### config.mk
export PLATFORM = sky130hd
export DESIGN_NAME = int_arbiter
export DESIGN_NICKNAME = d
export VERILOG_FILES = /design/src/rtl/int_arb_pkg.sv /design/src/rtl/int_arb_irq_front.sv /design/src/rtl/int_arb_core.sv /design/src/rtl/int_arb_vec.sv /design/src/rtl/int_arbiter.sv
export SDC_FILE = /design/constraint.sdc
export NUM_CORES = 1
export LEC_CHECK = 0
export BUFFER_PORTS_ARGS = -buffer_cell sky130_fd_sc_hd__buf_2
export CAP_MARGIN = 20
export CORE_MARGIN = 10
export CORE_UTILIZATION = 30
export DETAILED_ROUTE_END_ITERATION = 6
export GPL_TIMING_DRIVEN = 0
export PLACE_DENSITY = 0.67
export SLEW_MARGIN = 10
export SYNTH_ARGS = -nofsm -noshare
export SYNTH_HDL_FRONTEND = slang
export SYNTH_HIERARCHICAL = 1
export SYNTH_SLANG_ARGS = --single-unit
### constraint.sdc
create_clock -name clk_i -period 1.7 [get_ports clk_i]
set_clock_uncertainty 0.1 [all_clocks]
set_input_delay 0.085 -clock clk_i [delete_from_list [all_inputs] [get_ports clk_i]]
set_output_delay 0.085 -clock clk_i [all_outputs]
set_load 0.02 [all_outputs]
### src/rtl/int_arb_pkg.sv
package int_arb_pkg;
  typedef enum logic [1:0] {
    SRC_NONE = 2'd0,
    SRC_SWI  = 2'd1,
    SRC_IRQ  = 2'd2,
    SRC_TMR  = 2'd3
  } src_e;

  // maskable request vector layout: index 1 = pin, index 0 = timer
  localparam int unsigned REQ_W   = 2;
  localparam int unsigned REQ_IRQ = 1;
  localparam int unsigned REQ_TMR = 0;
endpackage

### src/rtl/int_arb_irq_front.sv
module int_arb_irq_front #(
  parameter int unsigned SYNC_STAGES = 2
) (
  input  logic clk_i,
  input  logic rst_ni,
  input  logic irq_n_i,
  input  logic lvl_en_i,
  input  logic clr_i,
  output logic req_o
);
  logic [SYNC_STAGES-1:0] sync_q;
  logic                   pin_q;
  logic                   prev_q;
  logic                   latch_q;
  logic                   fall;

  generate
    if (SYNC_STAGES == 1) begin : g_sync1
      always_ff @(posedge clk_i or negedge rst_ni) begin
        if (!rst_ni) sync_q <= '1;
        else         sync_q <= irq_n_i;
      end
    end else begin : g_syncn
      always_ff @(posedge clk_i or negedge rst_ni) begin
        if (!rst_ni) sync_q <= '1;
        else         sync_q <= {sync_q[SYNC_STAGES-2:0], irq_n_i};
      end
    end
  endgenerate

  assign pin_q = sync_q[SYNC_STAGES-1];
  assign fall  = prev_q & ~pin_q;

  always_ff @(posedge clk_i or negedge rst_ni) begin
    if (!rst_ni) begin
      prev_q  <= 1'b1;
      latch_q <= 1'b0;
    end else begin
      prev_q <= pin_q;
      // a new edge wins over a clear in the same cycle
      if (fall)       latch_q <= 1'b1;
      else if (clr_i) latch_q <= 1'b0;
    end
  end

  assign req_o = latch_q | (lvl_en_i & ~pin_q);
endmodule

### src/rtl/int_arb_core.sv
module int_arb_core
  import int_arb_pkg::*;
(
  input  logic clk_i,
  input  logic rst_ni,
  input  logic boundary_i,
  input  logic ack_i,
  input  logic swi_i,
  input  logic imask_i,
  input  logic irq_req_i,
  input  logic tmr_req_i,
  output logic take_o,
  output src_e src_o,
  output logic clr_irq_o
);
  logic [REQ_W-1:0] req, elig, cand, gmask, snap_q;
  logic             swi_pend_q, busy_q, take_q, grant;
  src_e             win, src_q;

  always_comb begin
    req          = '0;
    req[REQ_IRQ] = irq_req_i;
    req[REQ_TMR] = tmr_req_i;
  end

  assign elig = req & {REQ_W{~imask_i}};
  // requests that predate a fetched software interrupt
  assign cand = swi_pend_q ? (snap_q & elig) : elig;

  always_comb begin
    if (cand[REQ_IRQ])      win = SRC_IRQ;
    else if (cand[REQ_TMR]) win = SRC_TMR;
    else if (swi_pend_q)    win = SRC_SWI;
    else                    win = SRC_NONE;
  end

  assign grant = boundary_i & ~busy_q & (win != SRC_NONE);

  always_comb begin
    gmask = '0;
    if (grant && win == SRC_IRQ) gmask[REQ_IRQ] = 1'b1;
    if (grant && win == SRC_TMR) gmask[REQ_TMR] = 1'b1;
  end

  always_ff @(posedge clk_i or negedge rst_ni) begin
    if (!rst_ni) begin
      busy_q <= 1'b0;
      src_q  <= SRC_NONE;
      take_q <= 1'b0;
    end else begin
      take_q <= grant;
      if (grant) begin
        busy_q <= 1'b1;
        src_q  <= win;
      end else if (ack_i && busy_q) begin
        busy_q <= 1'b0;
        src_q  <= SRC_NONE;
      end
    end
  end

  always_ff @(posedge clk_i or negedge rst_ni) begin
    if (!rst_ni) begin
      swi_pend_q <= 1'b0;
      snap_q     <= '0;
    end else if (grant && win == SRC_SWI) begin
      swi_pend_q <= 1'b0;
      snap_q     <= '0;
    end else if (swi_i && !swi_pend_q) begin
      swi_pend_q <= 1'b1;
      snap_q     <= elig;
    end else begin
      snap_q <= snap_q & ~gmask & req;
    end
  end

  assign take_o    = take_q;
  assign src_o     = src_q;
  assign clr_irq_o = ack_i & busy_q & (src_q == SRC_IRQ);
endmodule

### src/rtl/int_arb_vec.sv
module int_arb_vec
  import int_arb_pkg::*;
#(
  parameter logic [15:0] VEC_TOP  = 16'h3FFC,
  parameter logic [15:0] VEC_STEP = 16'h0002
) (
  input  src_e        src_i,
  output logic [15:0] vec_o
);
  localparam logic [15:0] VEC_IRQ = VEC_TOP - VEC_STEP;
  localparam logic [15:0] VEC_TMR = VEC_TOP - 16'(2 * VEC_STEP);

  always_comb begin
    unique case (src_i)
      SRC_SWI: vec_o = VEC_TOP;
      SRC_IRQ: vec_o = VEC_IRQ;
      SRC_TMR: vec_o = VEC_TMR;
      default: vec_o = 16'h0000;
    endcase
  end
endmodule

### src/rtl/int_arbiter.sv
module int_arbiter
  import int_arb_pkg::*;
#(
  parameter int unsigned SYNC_STAGES = 2,
  parameter logic [15:0] VEC_SWI     = 16'h3FFC,
  parameter logic [15:0] VEC_STEP    = 16'h0002
) (
  input  logic        clk_i,
  input  logic        rst_ni,
  input  logic        irq_n_i,
  input  logic        irq_lvl_i,
  input  logic        tmr_req_i,
  input  logic        swi_i,
  input  logic        imask_i,
  input  logic        boundary_i,
  input  logic        ack_i,
  output logic        take_o,
  output logic [15:0] vec_o,
  output logic        irq_clr_o
);
  logic irq_req, clr_irq;
  src_e src;

  int_arb_irq_front #(.SYNC_STAGES(SYNC_STAGES)) u_front (
    .clk_i    (clk_i),
    .rst_ni   (rst_ni),
    .irq_n_i  (irq_n_i),
    .lvl_en_i (irq_lvl_i),
    .clr_i    (clr_irq),
    .req_o    (irq_req)
  );

  int_arb_core u_core (
    .clk_i      (clk_i),
    .rst_ni     (rst_ni),
    .boundary_i (boundary_i),
    .ack_i      (ack_i),
    .swi_i      (swi_i),
    .imask_i    (imask_i),
    .irq_req_i  (irq_req),
    .tmr_req_i  (tmr_req_i),
    .take_o     (take_o),
    .src_o      (src),
    .clr_irq_o  (clr_irq)
  );

  int_arb_vec #(.VEC_TOP(VEC_SWI), .VEC_STEP(VEC_STEP)) u_vec (
    .src_i (src),
    .vec_o (vec_o)
  );

  assign irq_clr_o = clr_irq;
endmodule

==> metrics.md, run 1 <==
| Metric | Value |
|---|---|
| Status | finished, final reports clean |
| Post-DRT Antenna Nets | 0 |
| RR Endpoint | u_core/src_o[1] |
| Boundary pin count | 27 |
| Sequential area share after synthesis | 0.441 |
| Max-slew violations | 0 |
| Synth area leader | dfrtp_1 |
| CTS clk-pin slew, worst paths | 70 ps |
| Die width | 65.9 um |
| Setup CP Type | reg -> out |
| Sink Count | 11 |
| ANT cells | 0 |
| Aggregate routed wire length | 1440 um |
| DR vias | 525 |
| Fin Setup TNS | 0 ps |
| Gr ovfl total | 0 |
| Post-synth cell types | 30 |
| Setup crit start kind | register |
| Global-route usage over all layers | 0.0692 |
| Synthesized flop and latch total | 11 |
| Hold_sp | imask_i |
| Post-Syn Instances | 63 |
| Largest net degree at the start of global routing | 12 |
| CP Max Fanout | 11 |
| Min Tclk post-route | 1550 ps |
| Main area contributors after synthesis | dfrtp_1 (32%), buf_4 (15%), dfstp_2 (12%) |
| Worst vdd ir | 862 uV |
| H-Tree Depth | 1 |
| R2R setup slack | 250 ps |
| Crit path required time | 1510 ps |
| Post-synth top area share | 0.316 |
| RSZ-0062 raised after global routing | no |
| Max_cap viols | 0 |
| CTS max path bufs | 2 |
| Clk Latency, worst-skew pair | 270 ps |
| FMAX | 0.643 GHz |
| Seq. cell area | 279 um^2 |
| Post CTS Setup Buffer Count | 0 |
| Final design utilization | 0.437 |
| Starting DRC count in detailed routing | 8 |
| Hold Path Class | in -> reg |
| Initial antenna violation count | 0 |
| Cell Pwr Density | 1880 nW/um^2 |
| Die area | 4350 um^2 |
| Vias in the first global route | 561 |
| FP Rows | 16 |
| Leak | 0.456 nW |
| Hold depth | 3 |
| First-pass GRT wire length | 2390 um |
| CP max stage cell | dfrtp_1 |
| Crit path DAT | 1370 ps |
| Area grow syn2layout | 36.8% |
| Via-to-Cell Ratio | 4.23 |
| Avg WL per Cell | 11.6 um |
| Share of cells above drive strength 1 | 0.505 |
| Synth Cell Area | 633 um^2 |
| Starting Density | 0.319 |
| Area of the multi-input gates | 241 um^2 |
| Yosys warns | 6 |
| Crit-path cells | or2_1 -> buf_4 -> buf_2 |
| CTS tree | built |
| Final setup viols | 0 |
| Fin crit share | 0.915 |
| Fin area | 866 um^2 |
| Final GP Congestion | 0.816 |
| Core Region | 1980 um^2 |
| Detailed placer's ending HPWL | 1130 um |
| R2R cell count | 4 |
| # fillers | 204 |
| Syn avg cell area | 10.0 um^2 |
| Remaining routing DRC violations | 0 |
| Die span in y | 65.9 um |
| CTS root buf | clkbuf_4 |
| IO buf count | 23 |
| Post-DP Area | 790 um^2 |
| Final hold vios | 0 |
| Worst Setup End Kind | primary output |
| Nets | 107 |
| Hold Path Sink | u_core/snap_q[0] |
| Worst R2R Start | u_front/sync_q[1] |
| Drt pass-1 iters | 3 |
| CTS buffer count | 3 |
| Post-CTS sizing | 0 |
| CP peak stage delay | 410 ps |
==> worst max-delay path: cells and delay by family (launching register included) <==
kind	cells	cell delay [ps]
buf+inv	2	330
simple gates	1	360
flops	1	410
==> flip-flops by register name, summed over array words and instances, names as in the netlist <==
signal             cells
u_core/src_o           2
u_front/latch_q        1
u_front/prev_q         1
u_front/sync_q         2
u_core/snap_q          2
u_core/swi_pend_q      1
u_core/busy_q          1
u_core/take_o          1
==> cells by family after synthesis <==
family,synth area share
AO/OA/AOI/OAI,0.156
buffers and inverters,0.190
flip-flops,0.441
multiplexers,0.0316
other,0.00592
AND/OR/NAND/NOR,0.176
==> layout by cell type (no fill, tap or decap), types with 2 or more instances in the layout <==
cell,n
mux2i_1,2
conb_1,3
dfstp_2,3
dfrtp_1,8
clkbuf_4,3
buf_2,23
inv_1,5
buf_4,13
nor2_1,2
dlygate4sd3_1,5
o21ai_0,2
nor2b_1,3
nand2b_1,2
nand2_1,3
==> synthesized netlist by cell type, drive strengths merged <==
| master | n |
|---|---|
| inv | 6 |
| o21ai | 3 |
| nor3b | 1 |
| a2bb2oi | 1 |
| o2bb2ai | 1 |
| and2b | 1 |
| nor2b | 3 |
| a21oi | 1 |
| mux2i | 2 |
| nor3 | 1 |
| nor2 | 2 |
| nand3 | 1 |
| nand2 | 3 |
| a211o | 1 |
| nand2b | 4 |
| a22oi | 1 |
| conb | 1 |
| o21ba | 1 |
| or2 | 2 |
| buf | 13 |
| dfstp | 3 |
| o211ai | 1 |
| o2111ai | 1 |
| dfrtp | 8 |
| o22ai | 1 |
==> repair_timing <==
| action | CTS | global route |
|---|---|---|
| setup endpoints to repair | 0 | 0 |
| hold buffers | 5 | 0 |
| endpoints found under the hold margin | 15 | 0 |
==> routing by layer <==
layer,up-vias,share of wire,track usage
met2,27,0.41,0.109
met1,235,0.38,0.0569
met4,0,0.024,0.0471
met5,-,0,0
met3,5,0.19,0.0593
li1,258,-,-
==> report_power, final <==
part           switching (mW)  internal [mW]
Clock                  0.0895         0.0910
Sequential             0.0614          0.334
Combinational           0.569          0.482
Total                   0.720          0.907
==> layout make-up <==
cell class              count  share of cell area
clock buffers               4              0.0303
repair buffers             28               0.191
well taps                  27              0.0390
plain buffers              13               0.113
flip-flops and latches     11               0.322
inverters                   6              0.0260
multi-input cells          35               0.279
==> how the worst max path moves through the flow <==
stage | startpoint | to | slack [ps] | cells past startpoint
after floorplan | u_core/busy_q | u_front/latch_q | 230 | 3
after global placement | u_front/sync_q[1] | u_core/src_o[1] | 290 | 4
after detailed placement | u_front/sync_q[1] | u_core/src_o[1] | 280 | 4
after CTS | u_core/src_o[1] | vec_o[4] | 130 | 3
after global routing | ack_i | irq_clr_o | 20 | 5
final | u_core/src_o[1] | vec_o[4] | 150 | 3
==> metrics by stage <==
step	hold slack (ps)	std cells	power, mW	setup slack [ps]
final	64.2	124	1.63	145
after global routing	89.7	124	1.75	18.8
after CTS	47.7	124	1.65	134
after detailed placement	-136	115	1.45	275
after global placement	-138	115	1.43	291
after floorplan	-311	65	1.17	231
No activity file was read; power rests on OpenSTA's default activity.
==> run 2: changes to the inputs <==
ABC_AREA = 1   (was unset)
PLACE_DENSITY = 0.66   (was 0.67)
==> run 2 against run 1 <==
  * Synthesized cell count rose by 32%
  * Worst hold slack improved by 15 ps
  * Worst setup slack improved by 58 ps
  * Die area rose by 3.3%
  * Maximum frequency rose by 3.9%
  * Register-to-register slack improved by 50 ps
  * Critical path depth rose by 1
  * Sequential share of layout area fell by 0.73 points
  * Cell count rose by 15%
  * Critical endpoint unchanged
  * Cell area rose by 2.3%
  * Combinational power rose by 4%
==> metrics.md, run 2 <==
| Metric | Value |
|---|---|
| Crit path DAT | 1310 ps |
| Sink Count | 11 |
| Gr ovfl total | 0 |
| Area grow syn2layout | 33.6% |
| FP Rows | 16 |
| Die width | 67.0 um |
| Final setup viols | 0 |
| Fin Setup TNS | 0 ps |
| Post-synth cell types | 21 |
| Setup CP Type | reg -> out |
| Global-route usage over all layers | 0.0646 |
| Commonest non-fill, non-tap cell in the layout | buf_2 |
| Post CTS Setup Buffer Count | 0 |
| Hold Path Class | in -> reg |
| Ys async rst share | 1.00 |
| # fillers | 214 |
| Post-CTS sizing | 0 |
| Global Route met1 Usage | 0.0594 |
| Vias in the first global route | 572 |
| Buf/Inv on CP | 3 |
| Main area contributors after synthesis | dfrtp_1 (30%), buf_4 (15%), dfstp_2 (12%) |
| Crit-path cells | inv_1 -> nand2_1 -> buf_4 -> buf_2 |
| CTS tree | built |
| Syn avg cell area | 7.99 um^2 |
| Combinational Power Share | 0.656 |
| Remaining routing DRC violations | 0 |
| GR peak layer | met2 |
| Leak | 0.513 nW |
| Post-Route Hold Slack | 78.9 ps |
| Drt pass-1 iters | 5 |
| Cell with the most instances after synthesis | nand2_1 |
| CP peak stage delay | 410 ps |
| Share of cells above drive strength 1 | 0.457 |
| Avg WL per Cell | 10.2 um |
| Min Tclk post-route | 1500 ps |
| Initial antenna violation count | 0 |
| CTS buffer count | 3 |
| Synthesized flop and latch total | 11 |
| Internal power | 0.881 mW |
| Aggregate routed wire length | 1450 um |
| Yosys warns | 6 |
| Worst R2R Start | u_front/sync_q[1] |
| Starting Density | 0.328 |
| Die area | 4490 um^2 |
| Status | finished, final reports clean |
| First-pass GRT wire length | 2310 um |
| Switch share | 0.469 |
| Via-to-Cell Ratio | 4.09 |
| Worst vdd ir | 902 uV |
| Most frequent cells after synthesis | nand2_1 (20), buf_4 (13), inv_1 (11), dfrtp_1 (8), nand3_1 (5) |
| Core Region | 2020 um^2 |
| Post-synth top area share | 0.302 |
| Switching power total | 0.779 mW |
| CTS max path bufs | 2 |
| Max_cap viols | 0 |
| Boundary pin count | 27 |
| Sequential area share after synthesis | 0.421 |
| Post-synth EDFFs | 0 |
| CP Max Fanout | 11 |
| Hold depth | 5 |
| Setup crit start kind | register |
| Tot Pwr | 1.66 mW |
| Starting DRC count in detailed routing | 23 |
| Worst path top cell family by delay | buffers and inverters |
| DR vias | 585 |
| Sequential share of power | 0.241 |
| H-Tree Depth | 1 |
| Clk Latency, worst-skew pair | 260 ps |
| R2R cell count | 9 |
| Nets | 126 |
| ANT cells | 0 |
| Die span in y | 67.0 um |
| R2R setup slack | 300 ps |
| Crit path required time | 1510 ps |
| RSZ-0062 raised after global routing | no |
| Prevailing post-synth register cell | dfrtp_1 |
| Hold-fix buffers, CTS | 4 |
| GR Util met2 | 0.114 |
| Synth area leader | dfrtp_1 |
| Clock power share | 0.103 |
| Cell Pwr Density | 1870 nW/um^2 |
| RR Endpoint | u_core/swi_pend_q |
| Max-slew violations | 0 |
| FMAX | 0.668 GHz |
| Met3 Track Usage GR | 0.0452 |
| Hold_sp | boundary_i |
| Final hold vios | 0 |
| Detailed placer's ending HPWL | 1230 um |
| Post-Syn Instances | 83 |
| Most frequent cells in the layout | buf_2 (23), nand2_1 (20), buf_4 (13) |
| Hold Path Sink | u_core/take_o |
| IO buf count | 23 |
| Worst Setup End Kind | primary output |
| CTS root buf | clkbuf_4 |
| Synth Cell Area | 663 um^2 |
| CP max stage cell | dfrtp_1 |
| Largest net degree at the start of global routing | 12 |
| Fin crit share | 0.880 |
| Post-DRT Antenna Nets | 0 |
| CTS clk-pin slew, worst paths | 60 ps |
| Final GP Congestion | 0.771 |
[run 2: cell types whose count changed after synthesis, sizes merged, moves of 2 or more]
cell    before  now
a21oi        1    4
inv          6   15
mux2i        2    0
nand2        3   22
nand2b       4    0
nand3        1    6
nor2         2    5
nor2b        3    0
or2          2    0
[run 2: worst max path at each step]
stage	startpoint	endpoint	depth (start not counted)
after floorplan	u_core/src_o[0]	u_front/latch_q	4
after global placement	u_front/sync_q[1]	u_core/swi_pend_q	9
after detailed placement	u_front/sync_q[1]	u_core/swi_pend_q	9
after CTS	u_core/src_o[0]	vec_o[4]	4
after global routing	u_core/src_o[0]	vec_o[4]	4
final	u_core/src_o[0]	vec_o[4]	4
[run 2: area by class of cell]
| cell class | count | area [um^2] | share of cell area |
|---|---|---|---|
| sequential | 11 | 279 | 0.315 |
| multi-input combinational | 46 | 238 | 0.268 |
| timing repair buffer | 27 | 155 | 0.175 |
| buffer | 13 | 97.6 | 0.110 |
| inverter | 15 | 56.3 | 0.0636 |
| tap | 27 | 33.8 | 0.0381 |
| clock buffer | 4 | 26.3 | 0.0297 |
[run 2: layer usage]
metal | routed length, um | vias to the layer above | share of wire
li1 | - | 302 | -
met1 | 579 | 252 | 0.40
met2 | 641 | 31 | 0.44
met3 | 233 | 0 | 0.16
met4 | 0 | 0 | 0
met5 | 0 | - | 0
[run 2: cells by family (layout without fill, tap and decap cells)]
group | Yosys count | count (layout) | synth area share
AO/OA/AOI/OAI | 9 | 9 | 0.102
other | 1 | 3 | 0.00565
flip-flops | 11 | 11 | 0.421
buffers and inverters | 28 | 59 | 0.232
AND/OR/NAND/NOR | 34 | 34 | 0.240
[run 2: metrics by stage]
step	worst slack (ps)	util	cells	instance area [um^2]
2_1_floorplan	341	-	85	671
3_3_place_gp	336	0.405	135	820
3_5_place_dp	308	0.405	135	820
4_1_cts	170	0.438	143	886
5_1_grt	74.4	0.438	143	886
6_report	204	0.438	143	886
[run 2: power groups by stage]
stage	registers, mW	clock network [mW]	logic, mW
2_1_floorplan	0.399	0	0.804
6_report	0.399	0.171	1.09
3_5_place_dp	0.404	0	1.10
5_1_grt	0.415	0.195	1.19
4_1_cts	0.399	0.182	1.11
3_3_place_gp	0.401	0	1.07
[run 2: worst reg2reg max path, cell delays in order, from the launching register on]
cell and delay, ps:
dfstp_2 530, inv_1 50, nand2_1 50, nand2_1 60, inv_1 100, nor2_4 60, o21ai_2 100, nand3_2 130
inv_2 70, o21ai_1 50
